==> src/rtl/flyby_dma_pkg.sv <==
package flyby_dma_pkg;
  typedef enum logic [1:0] {
    ST_IDLE = 2'd0,
    ST_RD   = 2'd1,
    ST_WR   = 2'd2,
    ST_FLY  = 2'd3
  } seq_state_e;
endpackage

==> src/rtl/flyby_dma_ctr.sv <==
module flyby_dma_ctr #(
  parameter int AW   = 32,
  parameter int CW   = 16,
  parameter int STEP = 4
) (
  input  logic          clk_i,
  input  logic          rst_ni,
  input  logic          load_i,
  input  logic [AW-1:0] addr_i,
  input  logic [CW-1:0] cnt_i,
  input  logic          step_i,
  output logic [AW-1:0] addr_o,
  output logic          busy_o,
  output logic          last_o
);
  localparam logic [AW-1:0] ADDR_INC = AW'(STEP);
  localparam logic [CW-1:0] CNT_DEC  = CW'(STEP);

  logic [AW-1:0] addr_q;
  logic [CW-1:0] cnt_q;

  always_ff @(posedge clk_i or negedge rst_ni) begin
    if (!rst_ni) begin
      addr_q <= '0;
      cnt_q  <= '0;
    end else if (load_i) begin
      addr_q <= addr_i;
      cnt_q  <= cnt_i;
    end else if (step_i) begin
      addr_q <= addr_q + ADDR_INC;
      cnt_q  <= last_o ? '0 : cnt_q - CNT_DEC;
    end
  end

  assign addr_o = addr_q;
  assign busy_o = (cnt_q != '0);
  assign last_o = (cnt_q <= CNT_DEC);


  addr_step_chk: assert property (@(posedge clk_i) disable iff (!rst_ni)
    (step_i && !load_i) |=> (addr_o == $past(addr_o) + ADDR_INC));


  busy_end_chk: assert property (@(posedge clk_i) disable iff (!rst_ni)
    $fell(busy_o) |-> $past(step_i));
endmodule

==> src/rtl/flyby_dma_hold.sv <==
module flyby_dma_hold #(
  parameter int DW = 32
) (
  input  logic          clk_i,
  input  logic          rst_ni,
  input  logic          cap_i,
  input  logic [DW-1:0] d_i,
  output logic [DW-1:0] q_o
);
  always_ff @(posedge clk_i or negedge rst_ni) begin
    if (!rst_ni)    q_o <= '0;
    else if (cap_i) q_o <= d_i;
  end


  hold_keep_chk: assert property (@(posedge clk_i) disable iff (!rst_ni)
    !cap_i |=> $stable(q_o));
endmodule

==> src/rtl/flyby_dma_fsm.sv <==
module flyby_dma_fsm
  import flyby_dma_pkg::*;
(
  input  logic clk_i,
  input  logic rst_ni,
  input  logic load_i,
  input  logic single_i,
  input  logic dir_i,
  input  logic busy_i,
  input  logic last_i,
  input  logic go_i,
  output logic mem_rd_o,
  output logic mem_wr_o,
  output logic ack_o,
  output logic oe_o,
  output logic cap_o,
  output logic step_o,
  output logic done_o
);
  seq_state_e state_q, state_d;
  logic single_q, dir_q;

  always_ff @(posedge clk_i or negedge rst_ni) begin
    if (!rst_ni) begin
      state_q  <= ST_IDLE;
      single_q <= 1'b0;
      dir_q    <= 1'b0;
    end else begin
      state_q <= state_d;
      if (load_i) begin
        single_q <= single_i;
        dir_q    <= dir_i;
      end
    end
  end

  always_comb begin
    state_d  = state_q;
    mem_rd_o = 1'b0;
    mem_wr_o = 1'b0;
    ack_o    = 1'b0;
    oe_o     = 1'b0;
    cap_o    = 1'b0;
    step_o   = 1'b0;
    done_o   = 1'b0;
    unique case (state_q)
      ST_IDLE: if (busy_i && go_i) state_d = single_q ? ST_FLY : ST_RD;
      ST_FLY: begin
        ack_o    = go_i;
        mem_rd_o = go_i & dir_q;
        mem_wr_o = go_i & ~dir_q;   // device drives the bus
        step_o   = go_i;
        done_o   = go_i & last_i;
        if (!go_i || last_i) state_d = ST_IDLE;
      end
      ST_RD: begin
        mem_rd_o = go_i;
        ack_o    = go_i & ~dir_q;   // device read phase
        cap_o    = go_i;
        state_d  = go_i ? ST_WR : ST_IDLE;
      end
      ST_WR: begin
        mem_wr_o = go_i;
        ack_o    = go_i & dir_q;    // device write phase
        oe_o     = go_i;
        step_o   = go_i;
        done_o   = go_i & last_i;
        if (go_i) state_d = last_i ? ST_IDLE : ST_RD;
      end
      default: state_d = ST_IDLE;
    endcase
  end


  strobe_excl_chk: assert property (@(posedge clk_i) disable iff (!rst_ni)
    $onehot0({mem_rd_o, mem_wr_o}));


  fly_no_drive_chk: assert property (@(posedge clk_i) disable iff (!rst_ni)
    (state_q == ST_FLY) |-> !oe_o);


  wr_after_rd_chk: assert property (@(posedge clk_i) disable iff (!rst_ni)
    (state_q == ST_WR) |-> ($past(state_q) == ST_RD || $past(state_q) == ST_WR));
endmodule

==> src/rtl/flyby_dma_seq.sv <==
module flyby_dma_seq #(
  parameter int AW = 32,
  parameter int CW = 16,
  parameter int DW = 32
) (
  input  logic          clk_i,
  input  logic          rst_ni,
  input  logic          enable_i,
  input  logic          start_i,
  input  logic          single_i,
  input  logic          dir_i,
  input  logic [AW-1:0] src_addr_i,
  input  logic [CW-1:0] byte_cnt_i,
  input  logic          req_i,
  input  logic [DW-1:0] rd_data_i,
  output logic [AW-1:0] mem_addr_o,
  output logic          mem_rd_o,
  output logic          mem_wr_o,
  output logic          ack_o,
  output logic          data_oe_o,
  output logic [DW-1:0] wr_data_o,
  output logic          done_o
);
  localparam int STEP = DW / 8;

  logic go, load, busy, last, cap, step;

  assign go   = req_i & enable_i;
  assign load = start_i & ~busy;

  flyby_dma_ctr #(.AW(AW), .CW(CW), .STEP(STEP)) i_ctr (
    .clk_i  (clk_i),
    .rst_ni (rst_ni),
    .load_i (load),
    .addr_i (src_addr_i),
    .cnt_i  (byte_cnt_i),
    .step_i (step),
    .addr_o (mem_addr_o),
    .busy_o (busy),
    .last_o (last)
  );

  flyby_dma_fsm i_fsm (
    .clk_i    (clk_i),
    .rst_ni   (rst_ni),
    .load_i   (load),
    .single_i (single_i),
    .dir_i    (dir_i),
    .busy_i   (busy),
    .last_i   (last),
    .go_i     (go),
    .mem_rd_o (mem_rd_o),
    .mem_wr_o (mem_wr_o),
    .ack_o    (ack_o),
    .oe_o     (data_oe_o),
    .cap_o    (cap),
    .step_o   (step),
    .done_o   (done_o)
  );

  flyby_dma_hold #(.DW(DW)) i_hold (
    .clk_i  (clk_i),
    .rst_ni (rst_ni),
    .cap_i  (cap),
    .d_i    (rd_data_i),
    .q_o    (wr_data_o)
  );


  ack_gate_chk: assert property (@(posedge clk_i) disable iff (!rst_ni)
    ack_o |-> (req_i && enable_i));


  done_access_chk: assert property (@(posedge clk_i) disable iff (!rst_ni)
    done_o |-> (mem_rd_o || mem_wr_o));


  oe_write_chk: assert property (@(posedge clk_i) disable iff (!rst_ni)
    data_oe_o |-> mem_wr_o);
endmodule

==> config.mk <==
export PLATFORM = sky130hd
export DESIGN_NAME = flyby_dma_seq
export DESIGN_NICKNAME = d
export VERILOG_FILES = /design/src/rtl/flyby_dma_pkg.sv /design/src/rtl/flyby_dma_ctr.sv /design/src/rtl/flyby_dma_hold.sv /design/src/rtl/flyby_dma_fsm.sv /design/src/rtl/flyby_dma_seq.sv
export SDC_FILE = /design/constraint.sdc
export NUM_CORES = 1
export LEC_CHECK = 0
export ABC_AREA = 1
export BUFFER_PORTS_ARGS = -buffer_cell sky130_fd_sc_hd__buf_2
export CAP_MARGIN = 10
export CELL_PAD_IN_SITES_DETAIL_PLACEMENT = 0
export CELL_PAD_IN_SITES_GLOBAL_PLACEMENT = 2
export CORE_ASPECT_RATIO = 2
export CORE_MARGIN = 3
export CORE_UTILIZATION = 27
export DETAILED_ROUTE_END_ITERATION = 7
export PLACE_DENSITY_LB_ADDON = 0.1
export SLEW_MARGIN = 20
export SYNTH_ARGS = -nofsm -noshare
export SYNTH_HDL_FRONTEND = slang
export SYNTH_SLANG_ARGS = --single-unit
==> constraint.sdc <==
create_clock -name clk_i -period 1.8 [get_ports clk_i]
set_input_delay 0.36 -clock clk_i [delete_from_list [all_inputs] [get_ports clk_i]]
set_output_delay 0.36 -clock clk_i [all_outputs]
set_load 0.01 [all_outputs]
# Word level (Yosys, flattened, before mapping)
# Cells that the tools add are included.
word_totals:
  reg_bits: 84
  input_bits: 87
  out_inout_bits: 69
op_classes:
  n_addsub: 2
  order_cmp: 1
  n_eq_ne: 6
  muxes: 19
  bitwise: 7
  reduce_logical: 8
ops:
  columns: ["cell", "n"]
  rows:
  - ["$mux W32", 2]
  - ["$mux W16", 3]
  - ["$add A32 B3 Y32 const B", 1]
  - ["$le A16 B3 Y1 const B", 1]
  - ["$reduce_bool A16 Y1", 1]
  - ["$sub A16 B3 Y16 const B", 1]
  - ["$mux W2", 5]
  - ["$pmux W2 S4", 1]
  - ["$ne A2 B1 Y1 const B", 3]
  - ["$and A1 B1 Y1", 5]
  - ["$mux W1", 5]
  - ["$eq A2 B2 Y1 const B", 2]
  - ["$pmux W1 S2", 2]
  - ["$pmux W1 S3", 1]
  - ["$reduce_and A3 Y1", 1]
  - ["$eq A2 B1 Y1 const B", 1]
  - ["$logic_not A2 Y1", 1]
  - ["$not A1 Y1", 2]
  - ["$reduce_bool A2 Y1", 1]
  - ["$reduce_or A2 Y1", 1]
  - ["$logic_and A1 B1 Y1", 1]
  - ["$logic_not A1 Y1", 1]
  - ["$logic_or A1 B1 Y1", 1]

# Longest topological paths before layout
logic_depth:
  ltp_word: 5
  mapped_depth: 10
  mapped_depth_nobuf: 10

# Cells and area by module
# Synthesis repeated with hierarchy kept, for this count alone.
unflattened:
  cells_unflattened: 696
  hier_area_um2: 4927.2
modules_own_cells:
  columns: ["module", "n_inst", "cells_per_inst", "area_per_inst_um2"]
  rows:
  - ["flyby_dma_ctr", 1, 519, 3358.2]
  - ["flyby_dma_hold", 1, 136, 1292.5]
  - ["flyby_dma_fsm", 1, 37, 259.0]
  - ["flyby_dma_seq", 1, 4, 17.5]

# Worst setup path after synthesis
# No wires, ideal clock.
synth_path:
  path_type: "reg-to-reg"
  from: "register i_ctr.cnt_q[2]"
  to: "register i_ctr.addr_q[2] (netlist: i_ctr.addr_o[2])"
  arrival_ns: 1.540
  required_ns: 1.683
  path_slack_ns: 0.143
  stages_incl_launch_ff: 10
  path_buffers: 2
  synth_period_minus_slack_ns: 1.657
  path_cell_list: "dfrtp_1 inv_1 ha_1 nand2_1 nor2_8 nand3_4 buf_6 buf_2 o21ai_1 inv_1"
synth_via:
  elab_chain_cells: 4
synth_lines:
  columns: ["item", "line_no", "text"]
  rows:
  - ["start: declaration", "flyby_dma_ctr.sv:20", "logic [CW-1:0] cnt_q;"]
  - ["start signal: assignment", "flyby_dma_ctr.sv:28", "cnt_q <= cnt_i;"]
  - ["start signal: assignment", "flyby_dma_ctr.sv:31", "cnt_q <= last_o ? '0 : cnt_q - CNT_DEC;"]
  - ["$reduce_bool A16 Y1 *", "flyby_dma_ctr.sv:36", "assign busy_o = (cnt_q != '0);"]
  - ["$not A1 Y1 *", "flyby_dma_seq.sv:29", "assign load = start_i & ~busy;"]
  - ["$and A1 B1 Y1 *", "flyby_dma_seq.sv:29", null]
  - ["$mux W32 or $reduce_bool A2 Y1 (tied branches)", null, null]
  - ["end signal: assignment", "flyby_dma_ctr.sv:27", "addr_q <= addr_i;"]
  - ["end signal: assignment", "flyby_dma_ctr.sv:30", "addr_q <= addr_q + ADDR_INC;"]
  - ["end: declaration", "flyby_dma_ctr.sv:19", "logic [AW-1:0] addr_q;"]
# Mark *: on every way between the ends. The rest lies on a longest branch, timed or not.
# A chain may end at the register's enable or synchronous reset.

# Final worst setup path
layout_path:
  from: "register i_ctr.cnt_q[4]"
  to: "output port done_o"
layout_via:
  elab_chain_cells: 3
layout_lines:
  columns: ["item", "line_no", "text"]
  rows:
  - ["$le A16 B3 Y1", "flyby_dma_ctr.sv:37", "assign last_o = (cnt_q <= CNT_DEC);"]
  - ["$and A1 B1 Y1", "flyby_dma_fsm.sv:53, flyby_dma_fsm.sv:67", null]
  - ["$mux W1", null, null]
  - ["end: declaration", "flyby_dma_seq.sv:22", "output logic done_o"]
# Every way passes these cells.

==> flow_summary.yaml <==
run_status:
  status: "complete, but fails checks"
  violations: "negative hold slack, negative setup slack"
global_routing:
  grt_antenna_before_repair: 2
  grt_pass1_vias: 5718
  grt_pass1_wl_mm: 29.5
  grtUsageTotal_pct: 19.0
  overflow: 0
  grt_max_degree: 35
timing:
  finClkSkew_ns: 0.0105
  max_freq_ghz: 0.554
  relSlewSlack_pct: 61.6
  tightest_slew_ns: 0.576
  setup_viol: 1
  final_max_slew_viol_count: 0
  layout_setup_ws_ns: -0.00593
  rsz0062_at_grt: "true"
  setup-tns-final_ns: -0.00593
  min_period_ns: 1.81
  period_share_pct: 100
  hold_viol_final: 10
  whs_ns: -0.0148
layout:
  drive_above_1_share_pct: 28.3
  instances_no_fill: 1168
  syn_to_final_growth_pct: 38.5
  fin_area_um2: 6990
  fin_util_pct: 38.2
  num-nets-final: 1037
  fillers: 1983
floorplanning:
  rows: 70
  die_w_um: 103
  dieHeight_um: 199
  floorplan.initialDensity_pct: 27.6
  ios: 156
  core_area_um2: 18300
  dieArea_um2: 20500
placed_design:
  portBuffers: 155
  placedCellCount: 1134
  place_congestion: 0.848
  hpwl_mm: 14.7
  dpl_cell_area_um2: 6340
clock_tree:
  clockRootBuffer: "clkbuf_16"
  hold_buffers: 0
  cts_max_level: 3
  cts_buffers: 9
  ctsLongestPathBuffers: 2
  clk_latency_ns: 0.35
  cts_sinks: 84
  tritoncts: "built"
  clk_pin_slew_ns: 0.07
yosys:
  synth_area_leaders: "dfrtp_1 (42%), nand2_1 (24%), nand3_1 (7.0%), nor2_1 (5.4%), inv_1 (5.4%)"
  synthTopCellsByCount: "nand2_1 (321), dfrtp_1 (84), nor2_1 (73)"
  yosys_warnings: 0
  synth_nets: 836
  syn_area_per_cell_um2: 6.77
  postSynth.asyncResetShare_pct: 100
  syn-cell-area_um2: 5050
  synth_top_area_share_pct: 41.6
  yosysTopAreaCell: "dfrtp_1"
  synthFlopType: "dfrtp_1"
  ys_seq_area_share_pct: 41.6
  yosysUniqueCellTypes: 33
  netlist_instances: 745
  synth_seq_cells: 84
  synth_edf_count: 0
  yosysMostFrequentCell: "nand2_1"
power:
  p_per_area_nw_per_um2: 1480
  switching_share_pct: 42.2
  pwr-share-clk_pct: 20.0
  p_comb_share_pct: 44.7
  p_sw_uw: 4380
  power.leakage_uw: 0.00374
  p_int_uw: 6000
  ir_drop_v: 0.000619
  p_seq_share_pct: 35.3
routing:
  routed_wl_mm: 19.1
  vias_per_cell: 4.67
  num_vias: 5454
  avgRoutedWirePerCell_um: 16.4
  dr.first_iter.drc_count: 124
  drcViolationCount: 0
  drtPass1Iterations: 4
  ant_nets: 0
setup_path:
  worstPathRequired_ns: 1.44
  crit_path_end_kind: "output port"
  path_class: "reg2out"
  crit_arrival_ns: 1.45
  cp_max_fo: 4
  start_kind: "flop"
run:
  cap_violations: 0
min_path:
  min_path_type: "in2async"
## per-stage QoR
| stage | setup slack [ns] | power (uW) | hold slack, ns |
|---|---|---|---|
| 6_report | -0.00593 | 10400 | -0.0148 |
| 5_1_grt | -0.0949 | 11300 | 0.0205 |
| 4_1_cts | -0.0632 | 10400 | 0.00972 |
| 3_5_place_dp | -0.00128 | 7900 | 0.390 |
| 3_3_place_gp | 0.0458 | 7840 | 0.387 |
| 2_1_floorplan | 0.143 | 5990 | 0.0644 |
## placed cells by master (no fill, tap or decap), types with 8 or more instances in the layout
cell type	n
nor2_2	8
nor2_1	65
clkbuf_16	11
buf_2	153
o21ai_0	15
inv_1	70
nand3b_1	8
dfrtp_1	80
o211ai_1	9
nand3_1	70
nand4_1	11
nand2_1	317
buf_4	48
## layout make-up
class / instances / area [um^2] / area share [%]
Multi-Input combinational cell: 563 / 2650 / 37.8
Sequential cell: 84 / 2110 / 30.1
Timing Repair Buffer: 212 / 1340 / 19.1
Inverter: 76 / 302 / 4.31
Tap cell: 216 / 270 / 3.87
Clock buffer: 9 / 225 / 3.22
Clock inverter: 7 / 100 / 1.43
Antenna cell: 1 / 2.50 / 0.0358
## worst max-delay path, stage by stage, from the launching register on
cell	delay, ns
dfrtp_2	0.45
nor2_4	0.16
nand2_4	0.09
inv_1	0.10
nand3_4	0.09
nor2_4	0.09
buf_6	0.11
## what timing repair did
| item | CTS | global route |
|---|---|---|
| pin swaps | 8 | 6 |
| gates resized for setup | 17 | 30 |
| gates cloned | 0 | 2 |
| buffers inserted | 15 | 0 |
| endpoints found under the setup margin | 3 | 42 |
## power by group through the flow
stage          Clock [uW]  Combinational, uW  Sequential [uW]
2_1_floorplan           0               2220             3770
6_report             2080               4640             3660
3_3_place_gp            0               4170             3670
3_5_place_dp            0               4210             3690
4_1_cts              2150               4560             3670
5_1_grt              2220               5250             3800
## flip-flops by register name (all words and copies together) (netlist names)
| name | cells |
|---|---|
| i_fsm.single_q | 1 |
| i_ctr.cnt_q | 16 |
| i_fsm.dir_q | 1 |
| i_ctr.addr_o | 32 |
| i_fsm.state_q | 2 |
| i_hold.q_o | 32 |
## logic make-up after synthesis
group                    Yosys count  share of synthesized area (%)
AND/OR/NAND/NOR                  508                           42.7
AO/OA/AOI/OAI                     38                           4.34
buffers and inverters             98                           8.06
adder cells (fa/ha/maj)            4                          0.992
XOR/XNOR                          13                           2.26
flip-flops                        84                           41.6
## path summary, 6_finish.rpt
kind | slack [ns] | end | startpoint | cells after the start
max in group asynchronous | 1.25 | i_ctr.addr_o[19]$_DFFE_PN0P_ | rst_ni | 2
min in group clk_i | 0.20 | i_fsm.single_q$_DFFE_PN0P_ | single_i | 3
worst min-delay path | -0.01 | i_ctr.addr_o[24]$_DFFE_PN0P_ | rst_ni | 1
worst max-delay path | -0.006 | done_o | i_ctr.cnt_q[4]$_DFFE_PN0P_ | 6
worst max register to register | 0.04 | i_ctr.addr_o[22]$_DFFE_PN0P_ | i_ctr.cnt_q[9]$_DFFE_PN0P_ | 9
worst min register to register | 0.47 | i_hold.q_o[17]$_DFFE_PN0P_ | i_hold.q_o[17]$_DFFE_PN0P_ | 2
## layer usage
layer	wire (um)	vias up	track usage, %
met4	466	2	6.96
met5	7	-	0
met3	852	28	3.14
met1	6590	2559	18.2
li1	-	2725	-
met2	11200	140	38.6
No activity file was read; power rests on OpenSTA's default activity.
